## src/rtl/sb_pkg.sv

```systemverilog
package sb_pkg;
  // One-hot register mask; register 0 is never tracked, so it yields zero.
  function automatic logic [31:0] reg_mask(input logic [4:0] idx, input logic en);
    logic [31:0] m;
    m = '0;
    if (en && idx != 5'd0) m[idx] = 1'b1;
    return m;
  endfunction
endpackage

```

## src/rtl/sb_hazard.sv

```systemverilog
module sb_hazard import sb_pkg::*; #(
  parameter int NUM_REGS = 8,
  parameter int NUM_SRC  = 2,
  localparam int AW = $clog2(NUM_REGS)
) (
  input  logic                   clk,
  input  logic                   rst,
  input  logic [NUM_REGS-1:0]    busy,
  input  logic [NUM_SRC*AW-1:0]  src_idx,
  input  logic [NUM_SRC-1:0]     src_vld,
  output logic [NUM_SRC-1:0]     src_hit,
  output logic                   stall
);
  for (genvar s = 0; s < NUM_SRC; s++) begin : g_src
    logic [NUM_REGS-1:0] want;
    assign want       = NUM_REGS'(reg_mask(5'(src_idx[s*AW +: AW]), src_vld[s]));
    assign src_hit[s] = |(want & busy);
  end

  assign stall = |src_hit;

  // sources marked not read cannot hold decode
  assert_invalid_quiet_R5: assert property (@(posedge clk) disable iff (rst)
    (src_vld == '0) |-> !stall);
endmodule

```

## src/rtl/sb_busy_array.sv

```systemverilog
module sb_busy_array #(
  parameter int NUM_REGS = 8
) (
  input  logic                clk,
  input  logic                rst,
  input  logic [NUM_REGS-1:0] set_mask,
  input  logic [NUM_REGS-1:0] clr_mask,
  output logic [NUM_REGS-1:0] busy
);
  for (genvar g = 0; g < NUM_REGS; g++) begin : g_bit
    always_ff @(posedge clk) begin
      if (rst)              busy[g] <= 1'b0;
      else if (set_mask[g]) busy[g] <= 1'b1;
      else if (clr_mask[g]) busy[g] <= 1'b0;
    end

    // an issue marks its destination even against a same-edge writeback
    assert_set_wins_R9: assert property (@(posedge clk) disable iff (rst)
      set_mask[g] |=> busy[g]);
    // writeback releases the register
    assert_clear_R3: assert property (@(posedge clk) disable iff (rst)
      (clr_mask[g] && !set_mask[g]) |=> !busy[g]);
  end
endmodule

```

## src/rtl/reg_busy_tracker.sv

```systemverilog
module reg_busy_tracker import sb_pkg::*; #(
  parameter int NUM_REGS = 8,
  parameter int NUM_SRC  = 2,
  localparam int AW = $clog2(NUM_REGS)
) (
  input  logic                  clk,
  input  logic                  rst,
  input  logic [NUM_SRC*AW-1:0] src_idx,
  input  logic [NUM_SRC-1:0]    src_vld,
  input  logic [AW-1:0]         dst_idx,
  input  logic                  dst_vld,
  input  logic                  dec_go,
  input  logic [AW-1:0]         wb_idx,
  input  logic                  wb_en,
  output logic                  stall,
  output logic [NUM_REGS-1:0]   busy_vec
);
  logic [NUM_SRC-1:0]  src_hit;
  logic                issue;
  logic [NUM_REGS-1:0] set_mask;
  logic [NUM_REGS-1:0] clr_mask;

  sb_hazard #(.NUM_REGS(NUM_REGS), .NUM_SRC(NUM_SRC)) u_hazard (
    .clk(clk), .rst(rst), .busy(busy_vec), .src_idx(src_idx),
    .src_vld(src_vld), .src_hit(src_hit), .stall(stall));

  assign issue    = dec_go & ~stall;
  assign set_mask = NUM_REGS'(reg_mask(5'(dst_idx), issue & dst_vld));
  assign clr_mask = NUM_REGS'(reg_mask(5'(wb_idx), wb_en));

  sb_busy_array #(.NUM_REGS(NUM_REGS)) u_busy (
    .clk(clk), .rst(rst), .set_mask(set_mask), .clr_mask(clr_mask), .busy(busy_vec));

  // register 0 is never marked
  assert_r0_free_R6: assert property (@(posedge clk) disable iff (rst) !busy_vec[0]);
  // a held instruction marks nothing
  assert_hold_no_set_R8: assert property (@(posedge clk) disable iff (rst)
    (stall && !wb_en) |=> busy_vec == $past(busy_vec));
  // no destination, no mark
  assert_nodst_R7: assert property (@(posedge clk) disable iff (rst)
    (!dst_vld && !wb_en) |=> busy_vec == $past(busy_vec));
  // no issue attempt, no mark
  assert_idle_R11: assert property (@(posedge clk) disable iff (rst)
    (!dec_go && !wb_en) |=> busy_vec == $past(busy_vec));
endmodule

```

## config.mk

```make
export PLATFORM = sky130hd
export DESIGN_NAME = reg_busy_tracker
export DESIGN_NICKNAME = d
export VERILOG_FILES = /design/src/rtl/sb_pkg.sv /design/src/rtl/sb_hazard.sv /design/src/rtl/sb_busy_array.sv /design/src/rtl/reg_busy_tracker.sv
export SDC_FILE = /design/constraint.sdc
export NUM_CORES = 1
export LEC_CHECK = 0
export ABC_AREA = 0
export BUFFER_PORTS_ARGS = -buffer_cell sky130_fd_sc_hd__buf_2
export CAP_MARGIN = 20
export CORE_MARGIN = 5
export CORE_UTILIZATION = 45
export CTS_CLUSTER_DIAMETER = 50
export DETAILED_ROUTE_END_ITERATION = 6
export PLACE_DENSITY = 0.8
export SLEW_MARGIN = 0
export SYNTH_ARGS = -nofsm -noshare
export SYNTH_HDL_FRONTEND = slang
export SYNTH_HIERARCHICAL = 1
export SYNTH_SLANG_ARGS = --single-unit
```

## constraint.sdc

```tcl
create_clock -name clk -period 2.1 [get_ports clk]
set_input_delay 0.21 -clock clk [delete_from_list [all_inputs] [get_ports clk]]
set_output_delay 0.21 -clock clk [all_outputs]
set_load 0.01 [all_outputs]
```

======== Yosys cells after proc, flatten, opt, wreduce, memory -nomap -nowiden ========
Cells that the tools add are included.
storage, ports and cells
  input bits .............................. 19
  memories kept ........................... 0
  output and inout bits ................... 9
  latch bits .............................. 0
  RAM bits ................................ 0
  flip-flop bits (word level) ............. 8
  memory bits (read-only) ................. 0
operators by class
  divide/modulo/power cells ............... 0
  multipliers ............................. 0
  bitwise operators ....................... 5
  reduce and logical (&&, ||, !) cells .... 21
  eq/ne operators ......................... 0
  add/sub/neg operators ................... 0
  magnitude comparators ................... 8
  shift-type cells ........................ 0
  mux-type cells .......................... 28
operator list
  cell                                                                                  count
  8-bit 2-to-1 mux                                                                      4
  3-bit by 6-bit less-than comparator with 1-bit output (second input constant)         4
  1-bit 2-to-1 mux                                                                      20
  8-bit AND                                                                             2
  2-bit nonzero test                                                                    8
  16-bit OR reduction                                                                   1
  1-bit demux with 3-bit select                                                         4
  3-bit by 1-bit greater-or-equal comparator with 1-bit output (second input constant)  4
  3-bit nonzero test                                                                    4
  1-bit logical AND                                                                     8
  1-bit AND                                                                             2
  1-bit inverter                                                                        1

======== Depth between registers and ports, before layout ========
Gate-level depths: netlist of run 1.
  depth in word-level cells ............... 13
  gate-level depth with buffers ........... 7
  depth with buffers taken out ............ 7

======== Cells and area by module ========
Netlist of run 1, hierarchy kept.
modules (own cells, without submodules)
  module            area each (um^2)  times used  cells each  sequential area each (um^2)
  sb_busy_array     381.6             1           33          160.2
  sb_hazard         143.9             1           15          0.0
  reg_busy_tracker  132.6             1           25          0.0

======== Worst setup path after synthesis of run 1 ========
Ideal clock, no wire load.
  path type ............................... register to register
  start ................................... register u_busy.busy[3]
  end ..................................... register u_busy.busy[3]
  cell stages (with the launch flop) ...... 8
  setup slack ............................. 0.361 ns
  period minus slack after synthesis ...... 1.739 ns
  setup time .............................. 0.113 ns
  path buffers ............................ 0
  arrival time ............................ 1.625 ns
  cells stage by stage .................... dfxtp_1 -> mux4_2 -> nor2b_1 -> o32ai_1 -> nand4b_2 -> nor2_1 -> inv_1 -> a21oi_2
on the way
  cells in the longest elaborated chain, start to end .. 8
RTL lines
  element                                                 line                    text
  start, declared                                         sb_busy_array.sv:8      output logic [NUM_REGS-1:0] busy
  start signal, assigned by index                         sb_busy_array.sv:12     if (rst) busy[g] <= 1'b0;
  start signal, assigned by index                         sb_busy_array.sv:13     else if (set_mask[g]) busy[g] <= 1'b1;
  start signal, assigned by index                         sb_busy_array.sv:14     else if (clr_mask[g]) busy[g] <= 1'b0;
  8-bit AND                                               sb_hazard.sv:17         assign src_hit[s] = |(want & busy);
  16-bit OR reduction (*)                                 sb_hazard.sv:20         assign stall = |src_hit;
  named net stall                                         reg_busy_tracker.sv:15  output logic stall,
  1-bit inverter (*)                                      reg_busy_tracker.sv:27  assign issue = dec_go & ~stall;
  1-bit AND (*)                                           reg_busy_tracker.sv:27
  1-bit AND (*)                                           reg_busy_tracker.sv:28  assign set_mask = NUM_REGS'(reg_mask(5'(dst_idx), issue & dst_vld));
  1-bit logical AND (*)                                   sb_pkg.sv:6             if (en && idx != 5'd0) m[idx] = 1'b1;
  8-bit 2-to-1 mux (*)                                    sb_pkg.sv:6
  named net set_mask[3]                                   reg_busy_tracker.sv:20  logic [NUM_REGS-1:0] set_mask;
  1-bit 2-to-1 mux or 2-bit nonzero test (tied branches)  n/a
Mark *: on every way through the listed nets, which the timed path passes. The rest lies on a longest branch.
A chain may end at the register's enable or synchronous reset.

======== Final worst setup path of run 1 ========
  start ................................... register u_busy.busy[5]
  end ..................................... register u_busy.busy[6]
on the way
  cells in the longest elaborated chain, start to end .. 8
RTL lines
  element                                                 line
  8-bit AND                                               sb_hazard.sv:17
  16-bit OR reduction (*)                                 sb_hazard.sv:20
  1-bit inverter (*)                                      reg_busy_tracker.sv:27
  1-bit AND (*)                                           reg_busy_tracker.sv:27
  1-bit AND (*)                                           reg_busy_tracker.sv:28
  1-bit logical AND (*)                                   sb_pkg.sv:6
  8-bit 2-to-1 mux (*)                                    sb_pkg.sv:6
  named net set_mask[6]                                   reg_busy_tracker.sv:20
  1-bit 2-to-1 mux or 2-bit nonzero test (tied branches)  n/a
Marks and branches as above.

==> results of run 1 <==
critical path: cells and delay by family, from the launching register on:
family	cells	cell delay, ns
mux	1	0.29
compound gates	3	0.57
buf+inv	1	0.07
simple gates	2	0.42
flops	1	0.36
cells in the final DEF (no fill, tap or decap), drive strengths merged:
cell	count
a221oi	2
mux4	2
dfxtp	8
nor3	2
o32ai	1
conb	2
a21oi	8
nand2	3
nor2	12
mux2	2
nor2b	3
buf	27
nand2b	13
nand4b	1
o21ai	1
inv	10
nand4bb	1
clkbuf	3
final timing paths:
path | slack (ns) | from | to
setup / recovery | 0.32 | u_busy/busy[5]$_SDFFE_PP0P_ | u_busy/busy[6]$_SDFFE_PP0P_
hold / removal | 0.25 | dst_idx[1] | u_busy/busy[1]$_SDFFE_PP0P_
setup reg to reg | 0.32 | u_busy/busy[5]$_SDFFE_PP0P_ | u_busy/busy[6]$_SDFFE_PP0P_
hold reg to reg | 0.50 | u_busy/busy[0]$_SDFFE_PP0P_ | u_busy/busy[0]$_SDFFE_PP0P_
area by class of cell:
class / instances / share of cell area
inverters: 10 / 0.04587
clock buffers: 3 / 0.02752
well taps: 15 / 0.02294
multi-input cells: 53 / 0.5428
flip-flops and latches: 8 / 0.1957
repair buffers: 27 / 0.1651
where the power goes:
part	leakage (nW)	internal (mW)	switching, mW
logic	0.265	0.0389	0.0359
clock network	0.0138	0.0656	0.0552
registers	0.0649	0.156	0.00495
metal layers:
metal	up-vias	track usage	wire, um
li1	297	-	-
met1	253	0.1551	572
met2	25	0.2454	658
met3	2	0.03383	181
met4	0	0.08065	21
met5	-	0	0
per-stage QoR:
step           instances    util  setup slack, ns  total power, mW
2_1_floorplan         72       -           0.3725           0.2067
3_3_place_gp         113  0.5966           0.3758           0.2369
3_5_place_dp         113  0.5966           0.3059           0.2391
4_1_cts              116  0.6135           0.3037           0.3614
5_1_grt              116  0.6135           0.1765           0.3710
6_report             116  0.6135           0.3237           0.3561
==> metrics.txt, run 1 <==
Post-CTS Hold Buffers 0; GRT Total Usage 0.1413; Post-Synthesis Cells 71; area grow syn2layout 26.01%; max reg flops 8; Post-Route WL 1433 um; Hold WS 0.2534 ns; row cnt 13; Vias 577; register area 160.2 um^2; fin crit share 0.8458; Largest regs u_busy/busy: 8 flops; Hold Path Depth 4; worst hold path type in2reg; design area 818.3 um^2; Final setup violation count 0; initial drt markers 7; root buffer cell clkbuf_4; fmax 563.0 MHz; CP Cell Sequence mux2_2 > a221oi_1 > o32ai_1 > nand4bb_1 > nor2_1 > inv_1 > a21oi_2; DR pass1 iterations 4; Worst R2R Path Depth 7; Post-CTS Setup Repair Bufs 0; Crit. End Element flop; first-pass GRT wire length 2166 um; Pleak 0.3440 nW; CTS Buffer Depth 2; DRC Markers 0; Fillers 125; Fin. Hold Viols 0; DP Area 795.8 um^2; share of cells above drive strength 1 0.5248; Die X 47.99 um; Die H 47.99 um; die area 2303 um^2; status complete, no violations; PD cells 435.2 nW/um^2; crit-path max cell delay 0.36 ns; total core area 1334 um^2; number of vias per cell 4.974; area occupied by multi-input gates 444.2 um^2; clock network latency to the later pin of the worst-skew pair 0.26 ns; TritonCTS Buffers 3; ant diodes 0; CTS tree yes; worst clock skew 0.004825 ns; clk sinks 8; maximum vdd drop 267.4 uV; hpwl dp 1224 um; synthesized area 649.4 um^2; Worst setup SP type flop; yosys warns 6; CTS H-tree lvls 1; routed wire length per instance 12.35 um; RSZ-0062 raised after global routing false; syn avg cell area 9.146 um^2; initial antenna violation count 0; Clock transition at path regs 0.06 ns; CP Max Fanout 4; critical path type reg2reg; WP data required 2.29 ns; port bufs 27; Top reg by flops u_busy/busy; Resize count post-CTS 0; RePlAce Congestion 0.7243; total gr overflow 0; vias in the first global route 528; Starting Density 0.4869; Layout Nets 122; pins over their slew limit 0; CP arrival 1.97 ns; pin count of the biggest net entering global routing 9; Routed Antenna Nets 0; slowest library cell on the worst path dfxtp_1; # Max-Cap Violations 0; TNS Setup 0 ns; min Tclk post-route 1.776 ns; I/O Pins 28
Note: power is estimated with default switching activity, not from simulation.
==> run 2: changes to the inputs <==
ABC_AREA = 1   (was 0)
CORE_UTILIZATION = 41   (was 45)
PLACE_DENSITY = 0.77   (was 0.8)
clock period = 1.6 ns   (was 2.1 ns; I/O delays follow)
==> metrics.txt, run 2 <==
status complete, no violations; critical path type reg2out; row cnt 14 (+1); CP Cell Sequence inv_1 > nand2_1 > nand3_1 > nand2_1 > nand3_2 > nand2_1 > buf_2; initial antenna violation count 0 (unchanged); pins over their slew limit 0 (unchanged); Die X 49.80 um (+3.8%); Worst R2R Path Depth 11 (+4); Reg-to-Reg Start u_busy/busy[1]$_SDFFE_PP0P_; CP most frequent cell nand2_1; worst clock skew 0.001074 ns (-0.003751 ns); max reg flops 8 (unchanged); vias in the first global route 634 (+20%); Post-CTS Setup Repair Bufs 0 (unchanged); I/O Pins 28 (unchanged); syn avg cell area 5.550 um^2 (-39%); first-pass GRT wire length 2456 um (+13%); placed cells 160 (+42%); Hold EP u_busy/busy[7]$_SDFFE_PP0P_; Final setup violation count 0 (unchanged); Fin. Hold Viols 0 (unchanged); commonest cells after routing, fill and taps aside nand2_1, inv_1, buf_2, nand3_1, nor2_1; root buffer cell clkbuf_4; DR pass1 iterations 4 (unchanged); crit-path leading delay family flip-flops; DRC Markers 0 (unchanged); TritonCTS Buffers 3 (unchanged); initial drt markers 16 (+9); CTS H-tree lvls 1 (unchanged); CTS Buffer Depth 2 (unchanged); yosys warns 6 (unchanged); worst r2r dst u_busy/busy[5]$_SDFFE_PP0P_; Worst setup SP type flop; WP data required 1.44 ns (-0.85 ns); CTS tree yes; Hold Path Depth 2 (-2); die area 2480 um^2 (+7.7%); PD cells 563.9 nW/um^2 (+30%); commonest non-fill, non-tap cell in the layout nand2_1; CP arrival 1.20 ns (-0.77 ns); Clock transition at path regs 0.05 ns (about the same); fin crit share 0.8491; Die H 49.80 um (+3.8%); maximum vdd drop 289.0 uV (+8.1%); crit path buf inv count 2 (+1); fmax 736.1 MHz; TNS Setup 0 ns (unchanged); Post-Synthesis Cells 117 (+65%); post-layout util 0.5440 (-0.06949); Vias 751 (+30%); R2R setup slack 0.30 ns (-0.02 ns); total gr overflow 0 (unchanged); crit-path max cell delay 0.38 ns (+0.02 ns); port bufs 27 (unchanged); clk sinks 8 (unchanged); Fillers 153 (+22%); total core area 1506 um^2 (+13%); Layout Nets 168 (+38%); pre-CTS WS 0.2924 ns (-0.01349 ns); Routed Antenna Nets 0 (unchanged); pin count of the biggest net entering global routing 9 (unchanged); Starting Density 0.4311 (-0.05580); routed wire length per instance 9.589 um (-22%); Post-CTS Hold Buffers 0 (unchanged); fin cells 163 (+41%); GRT Total Usage 0.1243 (-0.01703); ant diodes 0 (unchanged); CP Max Fanout 4 (unchanged); min Tclk post-route 1.358 ns; Top reg by flops u_busy/busy; RSZ-0062 raised after global routing false; hpwl dp 1364 um (+11%); synthesized area 649.4 um^2 (unchanged); clock network latency to the later pin of the worst-skew pair 0.24 ns (-0.02 ns); Pleak 0.4042 nW (+17%); min-delay src rst; Crit. End Element output port; area grow syn2layout 26.20%; slack of the critical path 0.2415 ns (-0.08222 ns); number of vias per cell 4.607 (-7.4%); Resize count post-CTS 0 (unchanged); Largest regs u_busy/busy: 8 flops; # Max-Cap Violations 0 (unchanged); RePlAce Congestion 0.7902 (+9.1%); slowest library cell on the worst path dfxtp_1; worst hold path type in2reg; share of cells above drive strength 1 0.2857 (-0.2390); Post-Route WL 1563 um (+9.1%)
## run 2: cell type report
cell class                      instances  area (um^2)  area share
Sequential cell                         8        160.2      0.1954
Tap cell                               16        20.02     0.02443
Multi-Input combinational cell         77        361.6      0.4412
Timing Repair Buffer                   27        135.1      0.1649
Inverter                               32        120.1      0.1466
Clock buffer                            3        22.52     0.02748
## run 2: metal layers
layer,GRT usage,up-vias,routed length (um),part of all wire
met5,0,-,0,0
met4,0.03930,0,0,0
met3,0.04217,0,145,0.093
met2,0.2161,24,745,0.48
met1,0.1400,323,672,0.43
li1,-,404,-,-
## run 2: worst max-delay path by stage
stage / end / cells past startpoint / slack [ns] / start
global route: stall / 7 / 0.14 / u_busy/busy[5]$_SDFFE_PP0P_
global placement: u_busy/busy[5]$_SDFFE_PP0P_ / 11 / 0.33 / u_busy/busy[1]$_SDFFE_PP0P_
CTS: stall / 7 / 0.22 / u_busy/busy[1]$_SDFFE_PP0P_
finish: stall / 7 / 0.24 / u_busy/busy[5]$_SDFFE_PP0P_
detailed placement: u_busy/busy[5]$_SDFFE_PP0P_ / 11 / 0.29 / u_busy/busy[1]$_SDFFE_PP0P_
floorplan: u_busy/busy[1]$_SDFFE_PP0P_ / 11 / 0.36 / u_busy/busy[6]$_SDFFE_PP0P_
## run 2: power breakdown
part	switching [mW]	total (mW)	internal, mW
Sequential	0.00395	0.208	0.204
Combinational	0.0635	0.107	0.0430
Clock	0.0621	0.147	0.0854
## run 2: through the flow
stage | hold WS [ns] | power, mW | area (um^2)
2_1_floorplan | 0.3612 | 0.2723 | 653.1
3_3_place_gp | 0.4554 | 0.3158 | 797.0
3_5_place_dp | 0.4668 | 0.3185 | 797.0
4_1_cts | 0.2090 | 0.4713 | 819.5
5_1_grt | 0.2184 | 0.4999 | 819.5
6_report | 0.2202 | 0.4622 | 819.5
## run 2: worst register-to-register path: stages, from the launching register on
cell     delay (ns)
dfxtp_1        0.33
inv_1          0.09
nand2_1        0.05
nand3_1        0.06
nand2_1        0.07
nand3_2        0.08
nand2_1        0.07
inv_1          0.07
nand3_2        0.12
nor2_1         0.14
inv_1          0.06
a21oi_2        0.12
==> run 3: changes to the inputs <==
CORE_UTILIZATION = 45   (was 41)
PLACE_DENSITY = 0.8   (was 0.77)
clock period = 1.4 ns   (was 1.6 ns; I/O delays follow)
==> metrics.txt, run 3 (synthesis gave the netlist of run 2 again) <==
slowest library cell on the worst path dfxtp_1; pre-CTS WS 0.1229 ns (-0.1695 ns); Largest regs u_busy/busy: 8 flops; hpwl dp 1324 um (-2.9%); Worst setup SP type flop; Die X 47.99 um (-3.6%); crit-path leading delay family simple AND/OR/NAND/NOR gates; CP arrival 1.17 ns (-0.03 ns); Sw Pwr 0.1538 mW (+19%); Pleak 0.4058 nW (+0.40%); row cnt 13 (-1); CP Cell Sequence nand2_1 > nand3_1 > nand2_1 > nand2_1 > nand3_2 > nand2_1 > buf_2; total core area 1334 um^2 (-11%); Post-Route WL 1555 um (-0.51%); clock share of power 0.319 (about the same); area grow syn2layout 28.32%; Fin. Hold Viols 0 (unchanged); global routing usage on met3 0.04887 (+0.006704); Comb power frac 0.236 (+0.005); Clock transition at path regs 0.05 ns (about the same); WP data required 1.26 ns (-0.18 ns); critical path type reg2out; fmax 761.8 MHz; max reg flops 8 (unchanged); routed wire length per instance 9.599 um (+0.10%); I/O Pins 28 (unchanged); status complete, no violations; initial drt markers 8 (-8); CP Max Fanout 4 (unchanged); die area 2303 um^2 (-7.1%); number of vias per cell 4.710 (+2.2%); initial antenna violation count 0 (unchanged); CTS H-tree lvls 1 (unchanged); Vias 763 (+1.6%); DRC Markers 0 (unchanged); crit-path max cell delay 0.38 ns (about the same); clk sinks 8 (unchanged); Reg-to-Reg Start u_busy/busy[4]$_SDFFE_PP0P_; placed cells 159 (-0.63%); # Max-Cap Violations 0 (unchanged); Final setup violation count 0 (unchanged); Fillers 135 (-12%); commonest cells after routing, fill and taps aside nand2_1, inv_1, buf_2, nand3_1, nor2_1; layer carrying the most global-route usage met2; maximum vdd drop 454.9 uV (+57%); vias in the first global route 708 (+12%); Tot Pwr 0.5356 mW (+16%); DR pass1 iterations 4 (unchanged); met2 GRT Util 0.2718 (+0.05567); Top reg by flops u_busy/busy; min-delay src rst; Crit. End Element output port; first-pass GRT wire length 2497 um (+1.7%); CP most frequent cell nand2_1; Flop pwr share 0.444 (-0.006); clock network latency to the later pin of the worst-skew pair 0.25 ns (about the same); Routed Antenna Nets 0 (unchanged); worst clock skew 0.007117 ns (+0.006043 ns); worst hold path type in2reg; Sw Share 0.2871 (+0.006866); TritonCTS Buffers 3 (unchanged); Die H 47.99 um (-3.6%); port bufs 27 (unchanged); commonest non-fill, non-tap cell in the layout nand2_1; share of cells above drive strength 1 0.3197 (+0.03401); fin crit share 0.9377; CTS tree yes; PD cells 642.8 nW/um^2 (+14%); ant diodes 0 (unchanged); RePlAce Congestion 0.8422 (+6.6%); Starting Density 0.4869 (+0.05580); pins over their slew limit 0 (unchanged); crit path buf inv count 1 (-1); min Tclk post-route 1.313 ns; pin count of the biggest net entering global routing 9 (unchanged); GR Util met1 0.1581 (+0.01813); post-layout util 0.6248 (+0.08075); crit path launch u_busy/busy[2]$_SDFFE_PP0P_; Layout Nets 168 (unchanged); cell internal pwr 0.3819 mW (+15%); slack of the critical path 0.08727 ns (-0.1542 ns); total gr overflow 0 (unchanged); GRT Total Usage 0.1508 (+0.02645); fin cells 162 (-0.61%); root buffer cell clkbuf_4; CTS Buffer Depth 2 (unchanged)
run 3: cell count changes in the layout (fill, tap and decap cells not counted), moves of 2 or more:
cell	previous run	this run
dfxtp_2	0	2
nor2_2	0	2
nor2_1	15	13
dfxtp_1	8	6
run 3: routing by layer:
| layer | wire length [um] | vias up |
|---|---|---|
| met3 | 130 | 2 |
| li1 | - | 406 |
| met5 | 0 | - |
| met2 | 771 | 23 |
| met4 | 15 | 0 |
| met1 | 638 | 332 |
run 3: final cells by class:
class                           count  area, um^2  area share
Clock buffer                        3       22.52     0.02703
Tap cell                           15       18.77     0.02252
Inverter                           32       120.1      0.1441
Sequential cell                     8       162.7      0.1952
Timing Repair Buffer               27       135.1      0.1622
Multi-Input combinational cell     77       374.1      0.4489
run 3: timing repair:
item / 4_1_cts / 5_1_grt
hold buffers: 0 / 0
setup buffers: 0 / 0
gates resized for setup: 0 / 6
endpoints found under the setup margin: 0 / 5
run 3: power by group through the flow:
stage | sequential [mW] | combinational, mW | clock (mW)
detailed placement | 0.242 | 0.122 | 0
floorplan | 0.244 | 0.0669 | 0
global placement | 0.242 | 0.119 | 0
finish | 0.238 | 0.127 | 0.171
CTS | 0.238 | 0.123 | 0.174
global route | 0.238 | 0.142 | 0.193
run 3: path summary, 6_finish.rpt:
check	to	slack, ns	cells past startpoint
min	u_busy/busy[3]$_SDFFE_PP0P_	0.19	2
min reg2reg	u_busy/busy[0]$_SDFFE_PP0P_	0.47	2
max reg2reg	u_busy/busy[6]$_SDFFE_PP0P_	0.09	11
max	stall	0.09	7
run 3: through the flow:
step / setup TNS (ns) / hold WS, ns / cell area [um^2]
global placement: 0 / 0.4492 / 795.8
global route: -0.003152 / 0.1864 / 833.3
CTS: 0 / 0.1912 / 818.3
detailed placement: 0 / 0.4535 / 795.8
floorplan: 0 / 0.3412 / 653.1
finish: 0 / 0.1863 / 833.3
